## src/rtl/rsd_pkg.sv

```systemverilog
package rsd_pkg;

    typedef enum logic [2:0] {
        ST_IDLE   = 3'd0,
        ST_DRIVE  = 3'd1,
        ST_SETTLE = 3'd2,
        ST_WAIT   = 3'd3,
        ST_DONE   = 3'd4
    } rsd_state_e;

    // Conditioned view of the shared reset line
    typedef struct packed {
        logic level;   // synchronized pin level
        logic fall;    // one-cycle high-to-low indication
    } rsd_pin_t;

    // Control from the sequencer to the E-clock counter
    typedef struct packed {
        logic run;     // count enable pulses in this state
        logic settle;  // 1 = settle window, 0 = drive window
    } rsd_cnt_ctl_t;

    function automatic int unsigned rsd_cnt_width(input int unsigned a,
                                                  input int unsigned b);
        int unsigned m;
        m = (a > b) ? a : b;
        return (m < 2) ? 1 : $clog2(m);
    endfunction

endpackage

```

## src/rtl/rsd_pin_sense.sv

```systemverilog
module rsd_pin_sense #(
    parameter int unsigned SYNC_STAGES = 2
) (
    input  logic              clk,
    input  logic              rst,
    input  logic              pin_in,
    output rsd_pkg::rsd_pin_t pin
);
    logic [SYNC_STAGES-1:0] chain_q;
    logic                   prev_q;

    generate
        if (SYNC_STAGES == 1) begin : g_one
            always_ff @(posedge clk) begin
                if (rst) chain_q <= '1;
                else     chain_q <= pin_in;
            end
        end else begin : g_many
            always_ff @(posedge clk) begin
                if (rst) chain_q <= '1;
                else     chain_q <= {chain_q[SYNC_STAGES-2:0], pin_in};
            end
        end
    endgenerate

    always_ff @(posedge clk) begin
        if (rst) prev_q <= 1'b1;
        else     prev_q <= chain_q[SYNC_STAGES-1];
    end

    always_comb begin
        pin.level = chain_q[SYNC_STAGES-1];
        pin.fall  = prev_q & ~chain_q[SYNC_STAGES-1];
    end
endmodule

```

## src/rtl/rsd_tick_cnt.sv

```systemverilog
module rsd_tick_cnt #(
    parameter int unsigned DRIVE_TICKS  = 4,
    parameter int unsigned SETTLE_TICKS = 2,
    parameter int unsigned CNT_W        = 2
) (
    input  logic                  clk,
    input  logic                  rst,
    input  logic                  eclk_en,
    input  rsd_pkg::rsd_cnt_ctl_t ctl,
    output logic                  last
);
    localparam logic [CNT_W-1:0] DRIVE_END  = CNT_W'(DRIVE_TICKS - 1);
    localparam logic [CNT_W-1:0] SETTLE_END = CNT_W'(SETTLE_TICKS - 1);

    logic [CNT_W-1:0] cnt_q;
    logic [CNT_W-1:0] end_val;
    logic             tick;

    always_comb begin
        end_val = ctl.settle ? SETTLE_END : DRIVE_END;
        tick    = ctl.run & eclk_en;
        last    = tick & (cnt_q == end_val);
    end

    always_ff @(posedge clk) begin
        if (rst || !ctl.run) cnt_q <= '0;
        else if (last)       cnt_q <= '0;
        else if (tick)       cnt_q <= cnt_q + 1'b1;
    end
endmodule

```

## src/rtl/rsd_fsm.sv

```systemverilog
module rsd_fsm (
    input  logic                  clk,
    input  logic                  rst,
    input  logic                  int_req,
    input  rsd_pkg::rsd_pin_t     pin,
    input  logic                  last,
    output rsd_pkg::rsd_cnt_ctl_t ctl,
    output logic                  pull_dn,
    output logic                  done,
    output logic                  src_internal
);
    import rsd_pkg::*;

    rsd_state_e state_q, state_d;
    logic       src_q, src_d;

    always_comb begin
        state_d = state_q;
        src_d   = src_q;
        unique case (state_q)
            ST_IDLE: begin
                if (int_req || pin.fall) state_d = ST_DRIVE;
            end
            ST_DRIVE: begin
                if (last) state_d = ST_SETTLE;
            end
            ST_SETTLE: begin
                if (last) begin
                    if (pin.level) begin
                        state_d = ST_DONE;
                        src_d   = 1'b1;
                    end else begin
                        state_d = ST_WAIT;
                    end
                end
            end
            ST_WAIT: begin
                if (pin.level) begin
                    state_d = ST_DONE;
                    src_d   = 1'b0;
                end
            end
            ST_DONE: state_d = ST_IDLE;
            default: state_d = ST_IDLE;
        endcase
    end

    always_ff @(posedge clk) begin
        if (rst) begin
            state_q <= ST_IDLE;
            src_q   <= 1'b0;
        end else begin
            state_q <= state_d;
            src_q   <= src_d;
        end
    end

    always_comb begin
        ctl.run      = (state_q == ST_DRIVE) || (state_q == ST_SETTLE);
        ctl.settle   = (state_q == ST_SETTLE);
        pull_dn      = (state_q == ST_DRIVE);
        done         = (state_q == ST_DONE);
        src_internal = src_q;
    end
endmodule

```

## src/rtl/rst_src_detect.sv

```systemverilog
module rst_src_detect #(
    parameter int unsigned DRIVE_TICKS  = 4,
    parameter int unsigned SETTLE_TICKS = 2,
    parameter int unsigned SYNC_STAGES  = 2
) (
    input  logic clk,
    input  logic rst,
    input  logic eclk_en,
    input  logic int_req,
    input  logic pin_in,
    output logic pin_pull_dn,
    output logic done,
    output logic src_internal
);
    localparam int unsigned CNT_W = rsd_pkg::rsd_cnt_width(DRIVE_TICKS, SETTLE_TICKS);

    rsd_pkg::rsd_pin_t     pin;
    rsd_pkg::rsd_cnt_ctl_t ctl;
    logic                  last;

    rsd_pin_sense #(.SYNC_STAGES(SYNC_STAGES)) u_sense (
        .clk    (clk),
        .rst    (rst),
        .pin_in (pin_in),
        .pin    (pin)
    );

    rsd_tick_cnt #(
        .DRIVE_TICKS  (DRIVE_TICKS),
        .SETTLE_TICKS (SETTLE_TICKS),
        .CNT_W        (CNT_W)
    ) u_cnt (
        .clk     (clk),
        .rst     (rst),
        .eclk_en (eclk_en),
        .ctl     (ctl),
        .last    (last)
    );

    rsd_fsm u_fsm (
        .clk          (clk),
        .rst          (rst),
        .int_req      (int_req),
        .pin          (pin),
        .last         (last),
        .ctl          (ctl),
        .pull_dn      (pin_pull_dn),
        .done         (done),
        .src_internal (src_internal)
    );
endmodule

```

## config.mk

```make
export PLATFORM = sky130hd
export DESIGN_NAME = rst_src_detect
export DESIGN_NICKNAME = d
export VERILOG_FILES = /design/src/rtl/rsd_pkg.sv /design/src/rtl/rsd_pin_sense.sv /design/src/rtl/rsd_tick_cnt.sv /design/src/rtl/rsd_fsm.sv /design/src/rtl/rst_src_detect.sv
export SDC_FILE = /design/constraint.sdc
export NUM_CORES = 1
export LEC_CHECK = 0
export BUFFER_PORTS_ARGS = -buffer_cell sky130_fd_sc_hd__buf_2
export CAP_MARGIN = 0
export CORE_AREA = 2 2 39 41
export CTS_CLUSTER_SIZE = 10
export DETAILED_ROUTE_END_ITERATION = 10
export DIE_AREA = 0 0 41 43
export GPL_ROUTABILITY_DRIVEN = 0
export GPL_TIMING_DRIVEN = 0
export SLEW_MARGIN = 15
export SYNTH_ARGS = -nofsm -noshare
export SYNTH_HDL_FRONTEND = slang
export SYNTH_SLANG_ARGS = --single-unit
```

## constraint.sdc

```tcl
create_clock -name clk -period 1.8 [get_ports clk]
set_input_delay 0.36 -clock clk [delete_from_list [all_inputs] [get_ports clk]]
set_output_delay 0.36 -clock clk [all_outputs]
set_load 0.005 [all_outputs]
```

# Yosys cells after proc, flatten, opt, wreduce, memory -nomap -nowiden
# Cells that the tools add are included.
dict set report totals {
  register_bits 9
  latchBits 0
  mem_bits_rw 0
  mem_bits_ro 0
  input_bits 5
  wordCells 40
  n_memories 0
}
dict set report op_classes {
  addsub 1
  multipliers 0
  n_div 0
  order_cmp 0
  n_eq_ne 10
  shift 0
  muxes 11
  bitwise_logic 4
  n_reduce_logical 9
}
# operator n
set ops {}
lappend ops {{3-bit two-way mux} 5}
lappend ops {{3-bit case mux with 4 select lines} 1}
lappend ops {{4-bit AND reduction} 2}
lappend ops {{3-bit by 2-bit equality test with 1-bit output, second input constant} 2}
lappend ops {{2-bit != test, second input constant} 3}
lappend ops {{2-bit by 1-bit != test with 1-bit output, second input constant} 2}
lappend ops {{1-bit AND} 3}
lappend ops {{3-bit by 1-bit equality test with 1-bit output, second input constant} 1}
lappend ops {{3-bit equality test, second input constant} 1}
lappend ops {{3-bit logical NOT} 1}
lappend ops {{1-bit logical OR} 3}
lappend ops {{1-bit two-way mux} 3}
lappend ops {{2-bit by 1-bit adder with 2-bit output, second input constant} 1}
lappend ops {{2-bit equality test} 1}
lappend ops {{2-bit two-way mux} 1}
lappend ops {{1-bit case mux with 2 select lines} 1}
lappend ops {{2-bit nonzero test} 1}
lappend ops {{2-bit OR reduction} 1}
lappend ops {{1-bit logical NOT} 1}
lappend ops {{1-bit NOT} 1}

# Logic depth before layout (Yosys ltp)
# Gate-level depths: netlist of run 1.
dict set report depth {
  ltp_word 6
  ltp_mapped 4
  mapped_depth_nobuf 3
}

# By module
# Synthesis of run 1 repeated with hierarchy kept, for this count alone.
dict set report hier_totals {
  cells_unflattened 42
  area_unflattened_um2 402.9
}
# mod instances cells_each area_each_um2 seq_area_each_um2
set by_module_without_submodules {}
lappend by_module_without_submodules {rsd_fsm 1 23 202.7 80.1}
lappend by_module_without_submodules {rsd_tick_cnt 1 11 107.6 40.0}
lappend by_module_without_submodules {rsd_pin_sense 1 8 92.6 60.1}

# Least setup slack after synthesis of run 1
# Ideal clock, no wire load.
dict set report synth_timing {
  path_kind {flip-flop to flip-flop}
  startpoint {reg u_fsm.state_q[2]}
  endpoint {reg u_cnt.cnt_q[1]}
  arrival_time_ns 1.195
  required_ns 1.721
  path_slack_ns 0.526
  stages_incl_launch_ff 4
  n_path_buf 1
  period_less_slack_ns 1.274
  cell_sequence {dfxtp_1 clkbuf_1 or4_1 a211oi_2}
}
dict set report synth_between {
  elab_chain_len 5
  elab_cells_between_ends 10
  cone_classes {eq/ne: 3; mux: 1; bitwise: 2; reduce/logical: 4}
}
# item line
set synth_rtl {}
lappend synth_rtl {{start: declaration} rsd_fsm.sv:14} ;# rsd_state_e state_q, state_d;
lappend synth_rtl {{start signal: assignment} rsd_fsm.sv:53} ;# state_q <= state_d;
lappend synth_rtl {{3-bit by 2-bit equality test with 1-bit output / 3-bit by 1-bit equality test with 1-bit output (equally long branches)} {rsd_fsm.sv:59, rsd_fsm.sv:60}}
lappend synth_rtl {{2-bit two-way mux / 1-bit logical OR (equally long branches)} {rsd_tick_cnt.sv:20, rsd_fsm.sv:59}}
lappend synth_rtl {{2-bit equality test, or another cell as far along} rsd_tick_cnt.sv:22} ;# last = tick & (cnt_q == end_val);
lappend synth_rtl {{1-bit AND / 1-bit logical OR (equally long branches)} {rsd_tick_cnt.sv:22, rsd_tick_cnt.sv:26}}
lappend synth_rtl {{2-bit OR reduction (no source line)} n/a}
lappend synth_rtl {{end signal: assignment} rsd_tick_cnt.sv:28} ;# else if (tick) cnt_q <= cnt_q + 1'b1;
lappend synth_rtl {{end: declaration} rsd_tick_cnt.sv:15} ;# logic [CNT_W-1:0] cnt_q;
# Parallel ways exist; a longest one is shown, timed or not.
# A chain may end at the register's enable or synchronous reset.

# Worst setup path in the final report of run 1
dict set report layout_timing {
  startpoint {reg u_fsm.state_q[2]}
  endpoint {out done}
}
dict set report layout_between {
  elab_chain_len 1
}
# item line
set layout_rtl {}
lappend layout_rtl {{3-bit equality test} rsd_fsm.sv:62} ;# done = (state_q == ST_DONE);
lappend layout_rtl {{end: declaration} rst_src_detect.sv:12} ;# output logic done,
# Every way passes these cells.

==> results of run 1 <==
-- registers in the layout, indices dropped and copies added (netlist names) --
register / cells
u_fsm.state_q: 3
u_cnt.cnt_q: 2
u_sense.chain_q: 2
u_fsm.src_internal: 1
u_sense.prev_q: 1
-- critical path, stage by stage (launching register included) --
cell and delay (ps):
dfxtp_1 360, clkbuf_2 220, nor3b_1 210, buf_2 140
-- cell families after synthesis --
kind of cell,Yosys count
simple gates,21
compound gates,13
flops,9
buf+inv,7
xor+xnor,1
-- through the flow --
| step | utilization [%] | power (mW) | cell area (µm²) | setup WS (ps) |
|---|---|---|---|---|
| after detailed placement | 37.5 | 0.648 | 519 | 403 |
| after global placement | 37.5 | 0.640 | 519 | 409 |
| after floorplan | - | 0.564 | 469 | 526 |
| final | 39.5 | 0.802 | 547 | 249 |
| after global routing | 39.5 | 0.867 | 547 | 139 |
| after CTS | 39.4 | 0.811 | 546 | 111 |
-- synthesized netlist by cell type, drive strengths merged (2+ instances only) --
cell and count:
clkbuf 2, nor4 2, nand2b 2, o21ai 2, nand3b 2, or2 3
buf 2, nor3b 4, nand2 2, a211oi 3, inv 3, dfxtp 9
-- per-layer routing --
metal	vias to the layer above	GRT usage [%]	share of wire, %
li1	209	-	-
met1	182	16.2	53
met2	11	18.4	40
met3	0	9.42	6.5
met4	0	4.00	0
met5	-	0	0
-- area by class of cell --
| cell class | instances | area, µm² |
|---|---|---|
| fill | 149 | 837 |
| multi-input combinational | 35 | 254 |
| sequential | 9 | 180 |
| timing repair buffer | 6 | 30.0 |
| clock buffer | 4 | 26.3 |
| buffer | 4 | 25.0 |
| tap | 16 | 20.0 |
| inverter | 3 | 11.3 |
-- power breakdown --
part / total [mW] / internal [mW] / switching (mW)
registers: 0.259 / 0.234 / 0.0253
logic: 0.384 / 0.180 / 0.204
clock network: 0.159 / 0.0856 / 0.0737
-- final timing paths --
| kind | startpoint | endpoint | slack (ps) | depth (start not counted) |
|---|---|---|---|---|
| worst max-delay path | u_fsm.state_q[2] | done | 250 | 3 |
| worst min-delay path | pin_in | u_sense.chain_q[0] | 270 | 2 |
| worst max register to register | u_fsm.state_q[0] | u_cnt.cnt_q[1] | 460 | 4 |
| worst min register to register | u_sense.chain_q[0] | u_sense.chain_q[1] | 410 | 1 |
==> impl_metrics.yaml, run 1 <==
die:
  start_util_pct: 33.9
  io_pins: 8
  rows: 14
  die_area_um2: 1760
  core_area_um2: 1380
  die_x_um: 41
  dieHeight_um: 43
grt:
  antenna_found_initial: 0
  globalRouteTotalUtil_pct: 13.4
  grt_pass1_wl_mm: 1.55
  grt_max_degree: 11
  grt.overflow.total: 0
  grt_pass1_vias: 368
final_layout:
  diodes: 0
  mostFrequentLayoutCells: "dfxtp_1, buf_2"
  drive_above_1_share_pct: 24.6
  layoutNonFillerInstCount: 77
  nNetsFinal: 67
  layout_commonest_cell: "dfxtp_1"
  syn_to_final_growth_pct: 16.5
power:
  vdd_drop_max_mv: 0.642
  leakage_nw: 0.209
  powerDensity_nw_per_um2: 1470
timing:
  whs_ps: 273
  setup_viol: 0
  slew_violations: 0
  fin_crit_sh_pct: 86.2
  finalHoldViolations: 0
  worst_pin_slew_ps: 408
  fin_worst_skew_ps: 2.86
  rsz0062_at_grt: "false"
  totalNegativeSetupSlack_ps: 0
  period_minus_slack_ps: 1550
  fmax_ghz: 0.645
  slew_headroom_pct: 72.8
critical_path:
  worst_setup_path_end_kind: "primary output"
  worstPathRequired_ps: 1440
  timing_worst_setup_path_type: "flip-flop to primary output"
  critPathArrivalTime_ps: 1190
  startpoint_type: "flip-flop"
  crit_fanout: 10
synthesis:
  synth.area.top_cells: "dfxtp_1, nor3b_1, or2_1"
  yosysUniqueCellTypes: 30
  ys_seq_elements: 9
  yosys_warnings: 0
  seq_area_frac_synth_pct: 38.4
  yosys.area_share.simple_pct: 29.6
  synth_top_area_share_pct: 38.4
  netlist_area_um2: 469
  synth.avg_cell_area_um2: 9.20
  synth-main-ff-cell: "dfxtp_1"
  synth_top_family_by_area: "simple AND/OR/NAND/NOR gates"
  synth_compound_area_share_pct: 22.7
  yosysTopAreaCell: "dfxtp_1"
  syn-num-nets: 56
  synth_fa_ha_area_share_pct: 0
  synthMuxAreaShare_pct: 0
  async_reset_ff_share_pct: 0
  syn_inst: 51
  synth-xor-area-share_pct: 1.87
  synth-edff-count: 0
route:
  first_iter_violations: 12
  wl_um: 938
  vias: 402
  via_per_inst: 5.22
  antenna_left: 0
  drc: 0
  wl_per_cell_um: 12.2
  drt-pass1-iter-count: 3
cts:
  cts-root-buf: "clkbuf_4"
  cts_num_sinks: 9
  clk_path_buf_depth: 2
  cts_tree: "yes"
  worstSkewPairLatency_ps: 260
  postCtsSetupBuffers: 0
  ctsResizeCount: 0
  cts_buffers: 3
  clk_pin_slew_ps: 60
  htree_num_levels: 1
  ctsHoldBuffers: 0
placement:
  hpwl_um: 670
  placed_cells: 73
  portBuffers: 6
hold_path:
  hold_path_class: "input pin to flip-flop"
flow_run:
  drv_cap: 0
run_status:
  status: "finished clean"
Note: power is estimated with default switching activity, not from simulation.
==> run 2, diff against run 1 <==
- CORE_AREA: 2 2 39 41 -> 3 3 40 42
- DIE_AREA: 0 0 41 43 -> 0 0 43 45
==> impl_metrics.yaml, run 2 (synthesis gave the netlist of run 1 again) <==
run_status:
  status: "finished clean"
cts:
  clk_pin_slew_ps: 50
  cts-root-buf: "clkbuf_4"
  cts_buffers: 3
  cts_num_sinks: 9
  ctsHoldBuffers: 0
  htree_num_levels: 1
  cts_tree: "yes"
  ctsResizeCount: 0
  clk_path_buf_depth: 2
  postCtsSetupBuffers: 0
  worstSkewPairLatency_ps: 270
placement:
  placed_cells: 72
  portBuffers: 6
  placed_area_um2: 518
  dpl_worst_slack_ps: 424
  hpwl_um: 654
critical_path:
  max_stage_delay_ps: 350
  cp_cell_sequence: "clkbuf_1 -> nor3b_1 -> buf_2"
  crit_path_start: "u_fsm.state_q[2]"
  crit_fanout: 10
  worst-r2r-setup-slack_ps: 440
  worstPathRequired_ps: 1440
  rr_endpoint: "u_cnt.cnt_q[1]"
  crit_end: "done"
  slowest_stage: "dfxtp_1"
  worst_setup_path_end_kind: "primary output"
  critPathArrivalTime_ps: 1290
  worst_r2r_path_depth: 3
  timing_worst_setup_path_type: "flip-flop to primary output"
  reg2reg_from: "u_fsm.state_q[2]"
  startpoint_type: "flip-flop"
timing:
  fmax_ghz: 0.605
  worst_pin_slew_ps: 403
  fin_worst_skew_ps: 7.34
  slew_violations: 0
  fin_crit_sh_pct: 91.8
  period_minus_slack_ps: 1650
  whs_ps: 272
  setup_viol: 0
  setup_ws_ps: 148
  finalHoldViolations: 0
  rsz0062_at_grt: "false"
  totalNegativeSetupSlack_ps: 0
  slew_headroom_pct: 73.1
final_layout:
  drive_above_1_share_pct: 23.0
  largest_reg_flops: 3
  layout_commonest_cell: "dfxtp_1"
  nNetsFinal: 67
  fin_util_pct: 42.4
  layoutNonFillerInstCount: 76
  reg_top3: "u_fsm.state_q x3, u_cnt.cnt_q x2, u_sense.chain_q x2"
  final_cell_area_um2: 544
  top_register: "u_fsm.state_q"
  mostFrequentLayoutCells: "dfxtp_1, buf_2"
  diodes: 0
  fill_cells: 140
  syn_to_final_growth_pct: 16.0
route:
  drc: 0
  wl_per_cell_um: 12.1
  drt-pass1-iter-count: 4
  via_per_inst: 5.63
  first_iter_violations: 4
  vias: 428
  wl_um: 918
  antenna_left: 0
die:
  die_area_um2: 1940
  die_x_um: 43
  core_area_um2: 1280
  io_pins: 8
  rows: 13
  start_util_pct: 36.5
  dieHeight_um: 45
grt:
  grt_pass1_vias: 340
  globalRouteTotalUtil_pct: 10.9
  grt.overflow.total: 0
  grt_pass1_wl_mm: 1.51
  grt_max_degree: 11
  antenna_found_initial: 0
power:
  vdd_drop_max_mv: 0.598
  leakage_nw: 0.206
  powerDensity_nw_per_um2: 1460
  total_power_mw: 0.797
hold_path:
  hold_path_class: "input pin to flip-flop"
  hold_depth: 2
  holdCritStartpoint: "pin_in"
flow_run:
  drv_cap: 0
[run 2: cell type report]
type	instances	area [µm²]	area share, %
multi-input cells	35	254	46.7
flip-flops and latches	9	180	33.1
repair buffers	6	30.0	5.52
clock buffers	4	26.3	4.83
plain buffers	4	23.8	4.37
well taps	15	18.8	3.45
inverters	3	11.3	2.07
[run 2: worst min path at each step]
stage | slack (ps) | to
after floorplan | 380 | u_sense.chain_q[1]
after global placement | 410 | u_sense.chain_q[1]
after detailed placement | 410 | u_sense.chain_q[1]
after CTS | 270 | u_sense.chain_q[0]
after global routing | 270 | u_sense.chain_q[0]
final | 270 | u_sense.chain_q[0]
[run 2: where the power goes]
group	switching, mW	total [mW]	internal [mW]
registers	0.0246	0.259	0.234
logic	0.201	0.380	0.179
clock network	0.0727	0.158	0.0856
total	0.298	0.797	0.498
[run 2: routing by layer]
metal,track usage [%],wire [µm],share of wire [%]
met5,0,0,0
met3,5.98,77,8.4
met2,15.0,401,44
met4,5.42,19,2.1
met1,13.9,420,46
[run 2: critical path, delay by kind of cell (launching register included)]
kind	cells	cell delay, ps
DFF	1	350
and+or+nand+nor	1	210
buffers and inverters	2	470
==> run 3, diff against run 2 <==
- CORE_AREA: 3 3 40 42 -> 2 2 39 41
- CTS_CLUSTER_SIZE: 10 -> 16
- DIE_AREA: 0 0 43 45 -> 0 0 41 43
- RECOVER_POWER: not set -> 50
==> impl_metrics.yaml, run 3 (synthesis gave the netlist of run 1 again) <==
route:
  drc: 0
  via_per_inst: 5.14
  wl_um: 940
  wl_per_cell_um: 12.2
  drt-pass1-iter-count: 2
  antenna_left: 0
  vias: 396
  first_iter_violations: 4
timing:
  slew_headroom_pct: 72.1
  fin_worst_skew_ps: 3.17
  setup_viol: 0
  slew_violations: 0
  fmax_ghz: 0.644
  finalHoldViolations: 0
  period_minus_slack_ps: 1550
  setup_ws_ps: 247
  totalNegativeSetupSlack_ps: 0
  worst_pin_slew_ps: 416
  fin_crit_sh_pct: 86.3
  rsz0062_at_grt: "false"
final_layout:
  largest_reg_flops: 3
  drive_above_1_share_pct: 23.0
  layoutNonFillerInstCount: 77
  syn_to_final_growth_pct: 16.3
  top_register: "u_fsm.state_q"
  diodes: 0
  reg_top3: "u_fsm.state_q x3, u_cnt.cnt_q x2, u_sense.chain_q x2"
  mostFrequentLayoutCells: "dfxtp_1, buf_2"
  fin_util_pct: 39.4
  layout_commonest_cell: "dfxtp_1"
  nNetsFinal: 67
grt:
  grt_max_degree: 11
  grt.overflow.total: 0
  antenna_found_initial: 0
  globalRouteTotalUtil_pct: 13.4
  grt_pass1_wl_mm: 1.55
  grt_pass1_vias: 368
critical_path:
  worstPathRequired_ps: 1440
  timing_worst_setup_path_type: "flip-flop to primary output"
  critPathArrivalTime_ps: 1190
  worst-r2r-setup-slack_ps: 390
  reg2reg_from: "u_fsm.state_q[1]"
  crit_fanout: 10
  crit_path_start: "u_fsm.state_q[2]"
  startpoint_type: "flip-flop"
  rr_endpoint: "u_fsm.state_q[1]"
  worst_r2r_path_depth: 4
  worst_setup_path_end_kind: "primary output"
die:
  start_util_pct: 33.9
  die_x_um: 41
  io_pins: 8
  rows: 14
  die_area_um2: 1760
  dieHeight_um: 43
  core_area_um2: 1380
cts:
  postCtsSetupBuffers: 0
  clk_path_buf_depth: 2
  cts_num_sinks: 9
  cts-root-buf: "clkbuf_4"
  worstSkewPairLatency_ps: 260
  cts_buffers: 3
  htree_num_levels: 1
  clk_pin_slew_ps: 60
  cts_tree: "yes"
placement:
  placed_cells: 73
  dpl_worst_slack_ps: 403
  portBuffers: 6
  hpwl_um: 670
power:
  vdd_drop_max_mv: 0.643
  leakage_nw: 0.205
  powerDensity_nw_per_um2: 1470
flow_run:
  drv_cap: 0
run_status:
  status: "finished clean"
hold_path:
  hold_depth: 2
  hold_path_class: "input pin to flip-flop"
  min_to: "u_sense.chain_q[0]"
  holdCritStartpoint: "pin_in"
==> run 3: worst max-delay path: stages, from the launching register on <==
cell and delay, ps:
dfxtp_1 360, clkbuf_2 220, nor3b_1 210, buf_2 140
==> run 3: worst max path at each step <==
stage,endpoint,cells past startpoint
final,done,3
after global routing,done,3
after CTS,done,3
after detailed placement,done,3
after global placement,done,3
after floorplan,u_cnt.cnt_q[1],3
==> run 3: layout make-up <==
class                           instances  area, µm²
Fill cell                             150        838
Inverter                                3       11.3
Timing Repair Buffer                    6       30.0
Tap cell                               16       20.0
Sequential cell                         9        180
Clock buffer                            4       26.3
Multi-Input combinational cell         35        254
Buffer                                  4       23.8
==> run 3: metal layers <==
| metal | track usage (%) | share of wire (%) | vias to the layer above |
|---|---|---|---|
| met1 | 16.2 | 54 | 175 |
| met2 | 18.4 | 39 | 11 |
| met3 | 9.42 | 6.4 | 0 |
| met5 | 0 | 0 | - |
| met4 | 4.00 | 0 | 0 |
| li1 | - | - | 210 |
==> run 3: what timing repair did <==
action	4_1_cts	5_1_grt
gates resized for setup	0	2
hold buffers	0	0
endpoints found under the setup margin	0	1
==> run 3: power breakdown <==
part / internal [mW] / switching [mW]
Sequential: 0.234 / 0.0253
Clock: 0.0856 / 0.0741
Combinational: 0.177 / 0.206
Total: 0.496 / 0.306
==> run 3: per-stage QoR <==
stage	hold WS (ps)	cell area [µm²]	power, mW
after floorplan	383	469	0.564
after global placement	388	519	0.640
after detailed placement	390	519	0.648
after CTS	264	546	0.811
after global routing	263	546	0.864
final	272	546	0.802
